`src/rtl/cg_pkg.sv`:
```
package cg_pkg;
    typedef enum logic [2:0] {
        CG_START  = 3'd0,
        CG_NORMAL = 3'd1,
        CG_OVCHG  = 3'd2,
        CG_OVDSG  = 3'd3,
        CG_BOTH   = 3'd4,
        CG_OVCUR  = 3'd5,
        CG_PDOWN  = 3'd6,
        CG_ZEROV  = 3'd7
    } cg_state_e;
endpackage

```
`src/rtl/cg_sync.sv`:
```
module cg_sync #(
    parameter int W = 8
) (
    input  logic         clk,
    input  logic         rst_n,
    input  logic [W-1:0] d_in,
    output logic [W-1:0] d_out
);
    logic [W-1:0] meta_q;
    logic [W-1:0] sync_q;

    always_ff @(posedge clk or negedge rst_n) begin
        if (!rst_n) begin
            meta_q <= '0;
            sync_q <= '0;
        end else begin
            meta_q <= d_in;
            sync_q <= meta_q;
        end
    end

    assign d_out = sync_q;
endmodule

```
`src/rtl/cg_tick_gen.sv`:
```
module cg_tick_gen #(
    parameter int DIV = 4
) (
    input  logic clk,
    input  logic rst_n,
    output logic tick
);
    localparam int CW = (DIV > 1) ? $clog2(DIV) : 1;
    localparam logic [CW-1:0] LAST = CW'(DIV - 1);

    logic [CW-1:0] cnt_q;

    always_ff @(posedge clk or negedge rst_n) begin
        if (!rst_n) begin
            cnt_q <= '0;
        end else if (cnt_q == LAST) begin
            cnt_q <= '0;
        end else begin
            cnt_q <= cnt_q + 1'b1;
        end
    end

    assign tick = (cnt_q == LAST);
endmodule

```
`src/rtl/cg_hold_timer.sv`:
```
module cg_hold_timer #(
    parameter int LIMIT = 40,
    localparam int CW = $clog2(LIMIT + 1)
) (
    input  logic          clk,
    input  logic          rst_n,
    input  logic          tick,
    input  logic          cond,
    input  logic          restart,
    output logic [CW-1:0] count
);
    localparam logic [CW-1:0] LIM = CW'(LIMIT);

    logic [CW-1:0] cnt_q;

    always_ff @(posedge clk or negedge rst_n) begin
        if (!rst_n) begin
            cnt_q <= '0;
        end else if (!cond || restart) begin
            cnt_q <= '0;
        end else if (tick && (cnt_q != LIM)) begin
            cnt_q <= cnt_q + 1'b1;
        end
    end

    assign count = cnt_q;
endmodule

```
`src/rtl/cellguard_ctrl.sv`:
```
module cellguard_ctrl
    import cg_pkg::*;
#(
    parameter int NCELL     = 3,
    parameter int TICK_DIV  = 200000,
    parameter int OVC_TICKS = 1000,
    parameter int OVD_TICKS = 40,
    parameter int OCP_TICKS = 20
) (
    input  logic             clk,
    input  logic             rst_n,
    input  logic [NCELL-1:0] cell_ovc_det,
    input  logic [NCELL-1:0] cell_ovc_hold,
    input  logic [NCELL-1:0] cell_ovd_det,
    input  logic [NCELL-1:0] cell_ovd_clr,
    input  logic             chg_seen,
    input  logic             load_seen,
    input  logic             ocur_trip,
    input  logic             ctl_inhibit,
    input  logic             od_inhibit,
    output logic             chg_en,
    output logic             dsg_en,
    output logic             pwr_down,
    output logic [NCELL-1:0] bleed
);
    localparam int SW    = 4 * NCELL + 5;
    localparam int OVC_W = $clog2(OVC_TICKS + 1);
    localparam int OVD_W = $clog2(OVD_TICKS + 1);
    localparam int OCP_W = $clog2(OCP_TICKS + 1);

    // synchronised inputs
    logic [SW-1:0]    raw_vec;
    logic [SW-1:0]    sync_vec;
    logic [NCELL-1:0] s_ovc_det, s_ovc_hold, s_ovd_det, s_ovd_clr;
    logic             sync_chg, s_load, s_ocur, s_ctl, s_odinh;

    assign raw_vec = {cell_ovc_det, cell_ovc_hold, cell_ovd_det, cell_ovd_clr,
                      chg_seen, load_seen, ocur_trip, ctl_inhibit, od_inhibit};

    cg_sync #(.W(SW)) u_sync (
        .clk   (clk),
        .rst_n (rst_n),
        .d_in  (raw_vec),
        .d_out (sync_vec)
    );

    assign {s_ovc_det, s_ovc_hold, s_ovd_det, s_ovd_clr,
            sync_chg, s_load, s_ocur, s_ctl, s_odinh} = sync_vec;

    // tick and hold timers
    logic tick;
    cg_tick_gen #(.DIV(TICK_DIV)) u_tick (
        .clk   (clk),
        .rst_n (rst_n),
        .tick  (tick)
    );

    cg_state_e        state_q, state_d;
    logic [NCELL-1:0] ocf_q, ocf_d, ocf_kept;
    logic             st_change;
    logic             ovc_cond, ovd_cond, all_clr;
    logic [OVC_W-1:0] ovc_cnt;
    logic [OVD_W-1:0] ovd_cnt;
    logic [OCP_W-1:0] ocp_cnt;
    logic             ovc_done, ovd_done, ocp_done;
    logic             od_busy;

    assign ovc_cond  = |s_ovc_det;
    assign ovd_cond  = (|s_ovd_det) && !s_odinh;
    assign all_clr   = &s_ovd_clr;
    assign st_change = (state_d != state_q);

    cg_hold_timer #(.LIMIT(OVC_TICKS)) u_ovc_tmr (
        .clk (clk), .rst_n (rst_n), .tick (tick),
        .cond (ovc_cond), .restart (st_change), .count (ovc_cnt)
    );
    cg_hold_timer #(.LIMIT(OVD_TICKS)) u_ovd_tmr (
        .clk (clk), .rst_n (rst_n), .tick (tick),
        .cond (ovd_cond), .restart (st_change), .count (ovd_cnt)
    );
    cg_hold_timer #(.LIMIT(OCP_TICKS)) u_ocp_tmr (
        .clk (clk), .rst_n (rst_n), .tick (tick),
        .cond (s_ocur), .restart (st_change), .count (ocp_cnt)
    );

    assign ovc_done = (ovc_cnt == OVC_W'(OVC_TICKS));
    assign ovd_done = (ovd_cnt == OVD_W'(OVD_TICKS));
    assign ocp_done = (ocp_cnt == OCP_W'(OCP_TICKS));
    assign od_busy  = (ovd_cnt != '0);

    // per-cell overcharge latch survives only while that cell stays above recovery
    for (genvar gi = 0; gi < NCELL; gi++) begin : g_keep
        assign ocf_kept[gi] = ocf_q[gi] & s_ovc_hold[gi];
    end

    // next-state logic
    always_comb begin
        state_d = state_q;
        ocf_d   = '0;
        unique case (state_q)
            CG_START: begin
                if (all_clr)       state_d = CG_NORMAL;
                else if (sync_chg) state_d = CG_ZEROV;
            end
            CG_NORMAL: begin
                if (ocp_done) begin
                    state_d = CG_OVCUR;
                end else if (ovc_done && ovd_done) begin
                    state_d = CG_BOTH;
                    ocf_d   = s_ovc_det;
                end else if (ovd_done) begin
                    state_d = CG_OVDSG;
                end else if (ovc_done) begin
                    state_d = CG_OVCHG;
                    ocf_d   = s_ovc_det;
                end
            end
            CG_OVCHG: begin
                ocf_d = ocf_kept;
                if (ovd_done) begin
                    state_d = CG_BOTH;
                end else if ((ocf_kept == '0) || s_load) begin
                    state_d = CG_NORMAL;
                    ocf_d   = '0;
                end
            end
            CG_BOTH: begin
                ocf_d = ocf_kept;
                if (!sync_chg || (ocf_kept == '0)) begin
                    state_d = CG_OVDSG;
                    ocf_d   = '0;
                end else if (all_clr) begin
                    state_d = CG_OVCHG;
                end
            end
            CG_OVDSG: begin
                if (ovc_done) begin
                    state_d = CG_BOTH;
                    ocf_d   = s_ovc_det;
                end else if (all_clr) begin
                    state_d = CG_NORMAL;
                end else if (sync_chg) begin
                    state_d = CG_ZEROV;
                end else if (!s_load) begin
                    state_d = CG_PDOWN;
                end
            end
            CG_OVCUR: begin
                if (!s_ocur) state_d = CG_NORMAL;
            end
            CG_PDOWN: begin
                if (sync_chg) state_d = all_clr ? CG_NORMAL : CG_ZEROV;
            end
            CG_ZEROV: begin
                if (all_clr)        state_d = CG_NORMAL;
                else if (!sync_chg) state_d = CG_PDOWN;
            end
        endcase
    end

    // state register
    always_ff @(posedge clk or negedge rst_n) begin
        if (!rst_n) begin
            state_q <= CG_START;
            ocf_q   <= '0;
        end else begin
            state_q <= state_d;
            ocf_q   <= ocf_d;
        end
    end

    // outputs
    logic c_raw, d_raw, blk;
    always_comb begin
        c_raw = 1'b0;
        d_raw = 1'b0;
        bleed = '0;
        unique case (state_q)
            CG_NORMAL: begin c_raw = 1'b1; d_raw = 1'b1; end
            CG_OVCHG:  begin d_raw = 1'b1; bleed = ocf_q; end
            CG_BOTH:   bleed = ocf_q;
            CG_OVDSG:  c_raw = 1'b1;
            CG_ZEROV:  c_raw = 1'b1;
            CG_START, CG_OVCUR, CG_PDOWN: ;
        endcase
        blk      = s_ctl && (state_q != CG_PDOWN);
        chg_en   = c_raw && !blk;
        dsg_en   = d_raw && !blk;
        pwr_down = (state_q == CG_PDOWN);
    end
endmodule

```
`config.mk`:
```
export PLATFORM = sky130hd
export DESIGN_NAME = cellguard_ctrl
export DESIGN_NICKNAME = d
export VERILOG_FILES = /design/src/rtl/cg_pkg.sv /design/src/rtl/cg_sync.sv /design/src/rtl/cg_tick_gen.sv /design/src/rtl/cg_hold_timer.sv /design/src/rtl/cellguard_ctrl.sv
export SDC_FILE = /design/constraint.sdc
export NUM_CORES = 1
export LEC_CHECK = 0
export BUFFER_PORTS_ARGS = -buffer_cell sky130_fd_sc_hd__buf_2
export CORE_ASPECT_RATIO = 2
export CORE_MARGIN = 1.5
export CORE_UTILIZATION = 59
export DETAILED_ROUTE_END_ITERATION = 16
export PLACE_DENSITY = 0.87
export SLEW_MARGIN = 20
export SYNTH_ARGS = -nofsm -noshare
export SYNTH_HDL_FRONTEND = slang
export SYNTH_SLANG_ARGS = --single-unit
```
`constraint.sdc`:
```
create_clock -name clk -period 4.9 [get_ports clk]
set_clock_uncertainty 0.1 [all_clocks]
set_input_delay 0.735 -clock clk [delete_from_list [all_inputs] [get_ports clk]]
set_output_delay 0.735 -clock clk [all_outputs]
set_load 0.02 [all_outputs]
```
==> results.yml <==
global_route:
  grt_usage_pct: 24.92
  grt_max_degree: 80
  antenna_found_initial: 0
  grt_remaining_overflow: 0
  grt_pass1_vias: 2615
  grt_pass1_wl_um: 12210
power:
  ir_drop_uv: 393.8
  power_mw: 1.838
  p_per_area_mw_per_mm2: 454.3
  p_leak_nw: 1.733
route:
  vias_per_cell: 6.122
  drc: 0
  drt_iter0_markers: 148
  routedWlPerCell_um: 16.96
  drt-total-wl_um: 7242
  first_pass_iters: 6
  vias: 2614
  ant_nets: 0
cts:
  cts_resized: 0
  cts_buffers: 9
  post_cts_buffers: 0
  path_clk_slew_ns: 0.06
  insertion_delay_ns: 0.34
  clock_sinks: 79
  tritoncts: "yes"
  cts_root_buf: "clkbuf_16"
  postCtsHoldBufs: 0
  htree_levels: 3
  cts_buffer_depth: 2
placed_design:
  hpwlAfterDp_um: 4645
  placed_area_mm2: 0.003741
  place_congestion: 0.8657
  io_buffers: 24
finish:
  synthToLayoutAreaGrowth_pct: 13.24
  antenna-diode-count: 0
  fin_area_mm2: 0.004046
  num-fill-cells: 410
  drive_above_1_share_pct: 14.84
  nets: 385
synth:
  yosysTopAreaCell: "dfrtp_1"
  ys_warn_count: 0
  synthFlopType: "dfrtp_1"
  synthDominantCellAreaShare_pct: 55.32
  synth_seq_cells: 79
  yosys.cell_types.count: 57
  syn_inst: 333
  synth_fp_nets: 359
  synth_edf_count: 0
  synthesis.area_mm2: 0.003573
  synthTopCellsByArea: "dfrtp_1 (55%), xnor2_1 (4.2%), nor2_1 (3.9%)"
  async_flop_share_pct: 100.0
  synth.yosys.seq_area_share_pct: 55.32
  avgSynthCellArea_um2: 10.73
outcome:
  status: "completed"
sta:
  finalSetupTns_ns: 0
  slew_headroom_pct: 36.66
  fmax_ghz: 0.3579
  finalHoldViolations: 0
  setup_viol: 0
  period_share_pct: 57.02
  drv_slew: 0
  fin_crit_ns: 2.794
  worst_pin_slew_ns: 0.9501
  rsz0062_at_grt: "no"
critical_path:
  critPathKind: "flip-flop to output pin"
  crit_arrival_ns: 1.96
  critPathLaunchType: "flip-flop"
  crit_fanout: 17
  critPathCaptureType: "output pin"
  cp.required_ns: 4.07
die:
  core_mm2: 0.005906
  rows: 40
  fp.dieW_um: 58.03
  start_util_pct: 60.51
  fp.dieH_um: 113.1
  die_area_mm2: 0.006561
  ioPinCount: 25
worst_hold_path:
  hold_path_class: "flip-flop to flip-flop"
job:
  maxCapViolCount: 0
==> layout by cell type (no fill, tap or decap), types with 3 or more instances in the layout <==
cell type	synthesis	routed
o21ai_0	10	10
buf_2	3	23
nor4_1	6	6
nand4b_1	3	3
nand4_1	9	9
nor2b_1	5	5
ha_1	7	7
clkbuf_16	0	9
nor3_1	8	8
nand3_1	19	19
or3_1	3	3
nand2_1	33	33
dfrtp_1	79	79
xor2_1	13	13
xnor2_1	17	17
a21oi_1	8	8
and3_1	6	6
nor2_1	37	37
nor3b_1	3	3
inv_1	8	8
==> flip-flops by register name (all words and copies together), names as in the netlist <==
name             count
ocf_q                3
u_tick.cnt_q        18
u_sync.meta_q       17
u_ocp_tmr.count      5
u_sync.d_out        17
u_ovd_tmr.count      6
u_ovc_tmr.count     10
state_q              3
==> cell type report <==
cell class / instances / area (um2) / share of cell area [%]
sequential: 79 / 1977 / 48.86
multi-input combinational: 236 / 1525 / 37.69
clock buffer: 9 / 225.2 / 5.566
timing repair buffer: 25 / 130.1 / 3.216
clock inverter: 7 / 80.08 / 1.979
tap: 63 / 78.83 / 1.948
inverter: 8 / 30.03 / 0.7421
==> kinds of logic (layout without fill, tap and decap cells) <==
family / Yosys count / count (layout) / share of synthesized area, %
xor gates and xnor gates: 30 / 30 / 7.353
AOI/OAI and AO/OA: 43 / 43 / 8.824
adders and majority gates: 7 / 7 / 2.451
buffers and inverters: 18 / 49 / 1.996
muxes: 2 / 2 / 0.5602
and+or+nand+nor: 154 / 154 / 23.49
DFF: 79 / 79 / 55.32
==> synth_stat cells (2+ instances only) <==
| library cell | count |
|---|---|
| a211oi_1 | 2 |
| a21oi_1 | 8 |
| a31oi_1 | 2 |
| and2_1 | 2 |
| and3_1 | 6 |
| buf_1 | 3 |
| buf_2 | 3 |
| clkbuf_1 | 4 |
| dfrtp_1 | 79 |
| ha_1 | 7 |
| inv_1 | 8 |
| mux2i_1 | 2 |
| nand2_1 | 33 |
| nand2b_1 | 2 |
| nand3_1 | 19 |
| nand4_1 | 9 |
| nand4b_1 | 3 |
| nand4b_4 | 2 |
| nand4bb_1 | 2 |
| nor2_1 | 37 |
| nor2b_1 | 5 |
| nor3_1 | 8 |
| nor3b_1 | 3 |
| nor4_1 | 6 |
| nor4b_1 | 2 |
| o211ai_1 | 2 |
| o21ai_0 | 10 |
| o21bai_1 | 2 |
| o31ai_1 | 2 |
| or2_2 | 2 |
| or3_1 | 3 |
| or4_1 | 2 |
| xnor2_1 | 17 |
| xor2_1 | 13 |
==> critical path, cell delays in order, from the launching register on <==
cell,delay (ns)
dfrtp_1,0.69
inv_1,0.23
nor2_1,0.22
o21ba_2,0.19
and2_2,0.13
buf_2,0.15
==> final timing paths <==
path	start	end	slack [ns]	cells past startpoint
worst max-delay path	state_q[2]	bleed[0]	2.11	5
worst min-delay path	u_sync.meta_q[7]	u_sync.d_out[7]	0.25	0
worst max register to register	u_ovd_tmr.count[0]	u_ovd_tmr.count[0]	2.20	9
worst min register to register	u_sync.meta_q[7]	u_sync.d_out[7]	0.25	0
max in group asynchronous	rst_n	u_tick.cnt_q[7]	3.64	1
min in group asynchronous	rst_n	u_tick.cnt_q[15]	0.42	1
==> metal layers <==
| metal | track usage, % | part of all wire, % |
|---|---|---|
| met1 | 30.96 | 41 |
| met5 | 0 | 0 |
| met4 | 13.95 | 2.5 |
| met2 | 40.00 | 53 |
| met3 | 4.800 | 3.7 |
==> where the power goes <==
part,switching (mW),total (mW),internal [mW]
Clock,0.272,0.671,0.399
Combinational,0.252,0.415,0.163
Sequential,0.0732,0.752,0.679
==> through the flow <==
stage / utilization (%) / std cells / setup WS (ns) / hold slack [ns]
after global routing: 68.52 / 427 / 1.906 / 0.2581
final: 68.52 / 427 / 2.106 / 0.2478
after CTS: 68.52 / 427 / 2.143 / 0.2486
after floorplan: - / 333 / 2.560 / 0.2312
after global placement: 63.35 / 411 / 2.367 / 0.2317
after detailed placement: 63.35 / 411 / 2.273 / 0.2347
Note: power is estimated with default switching activity, not from simulation.
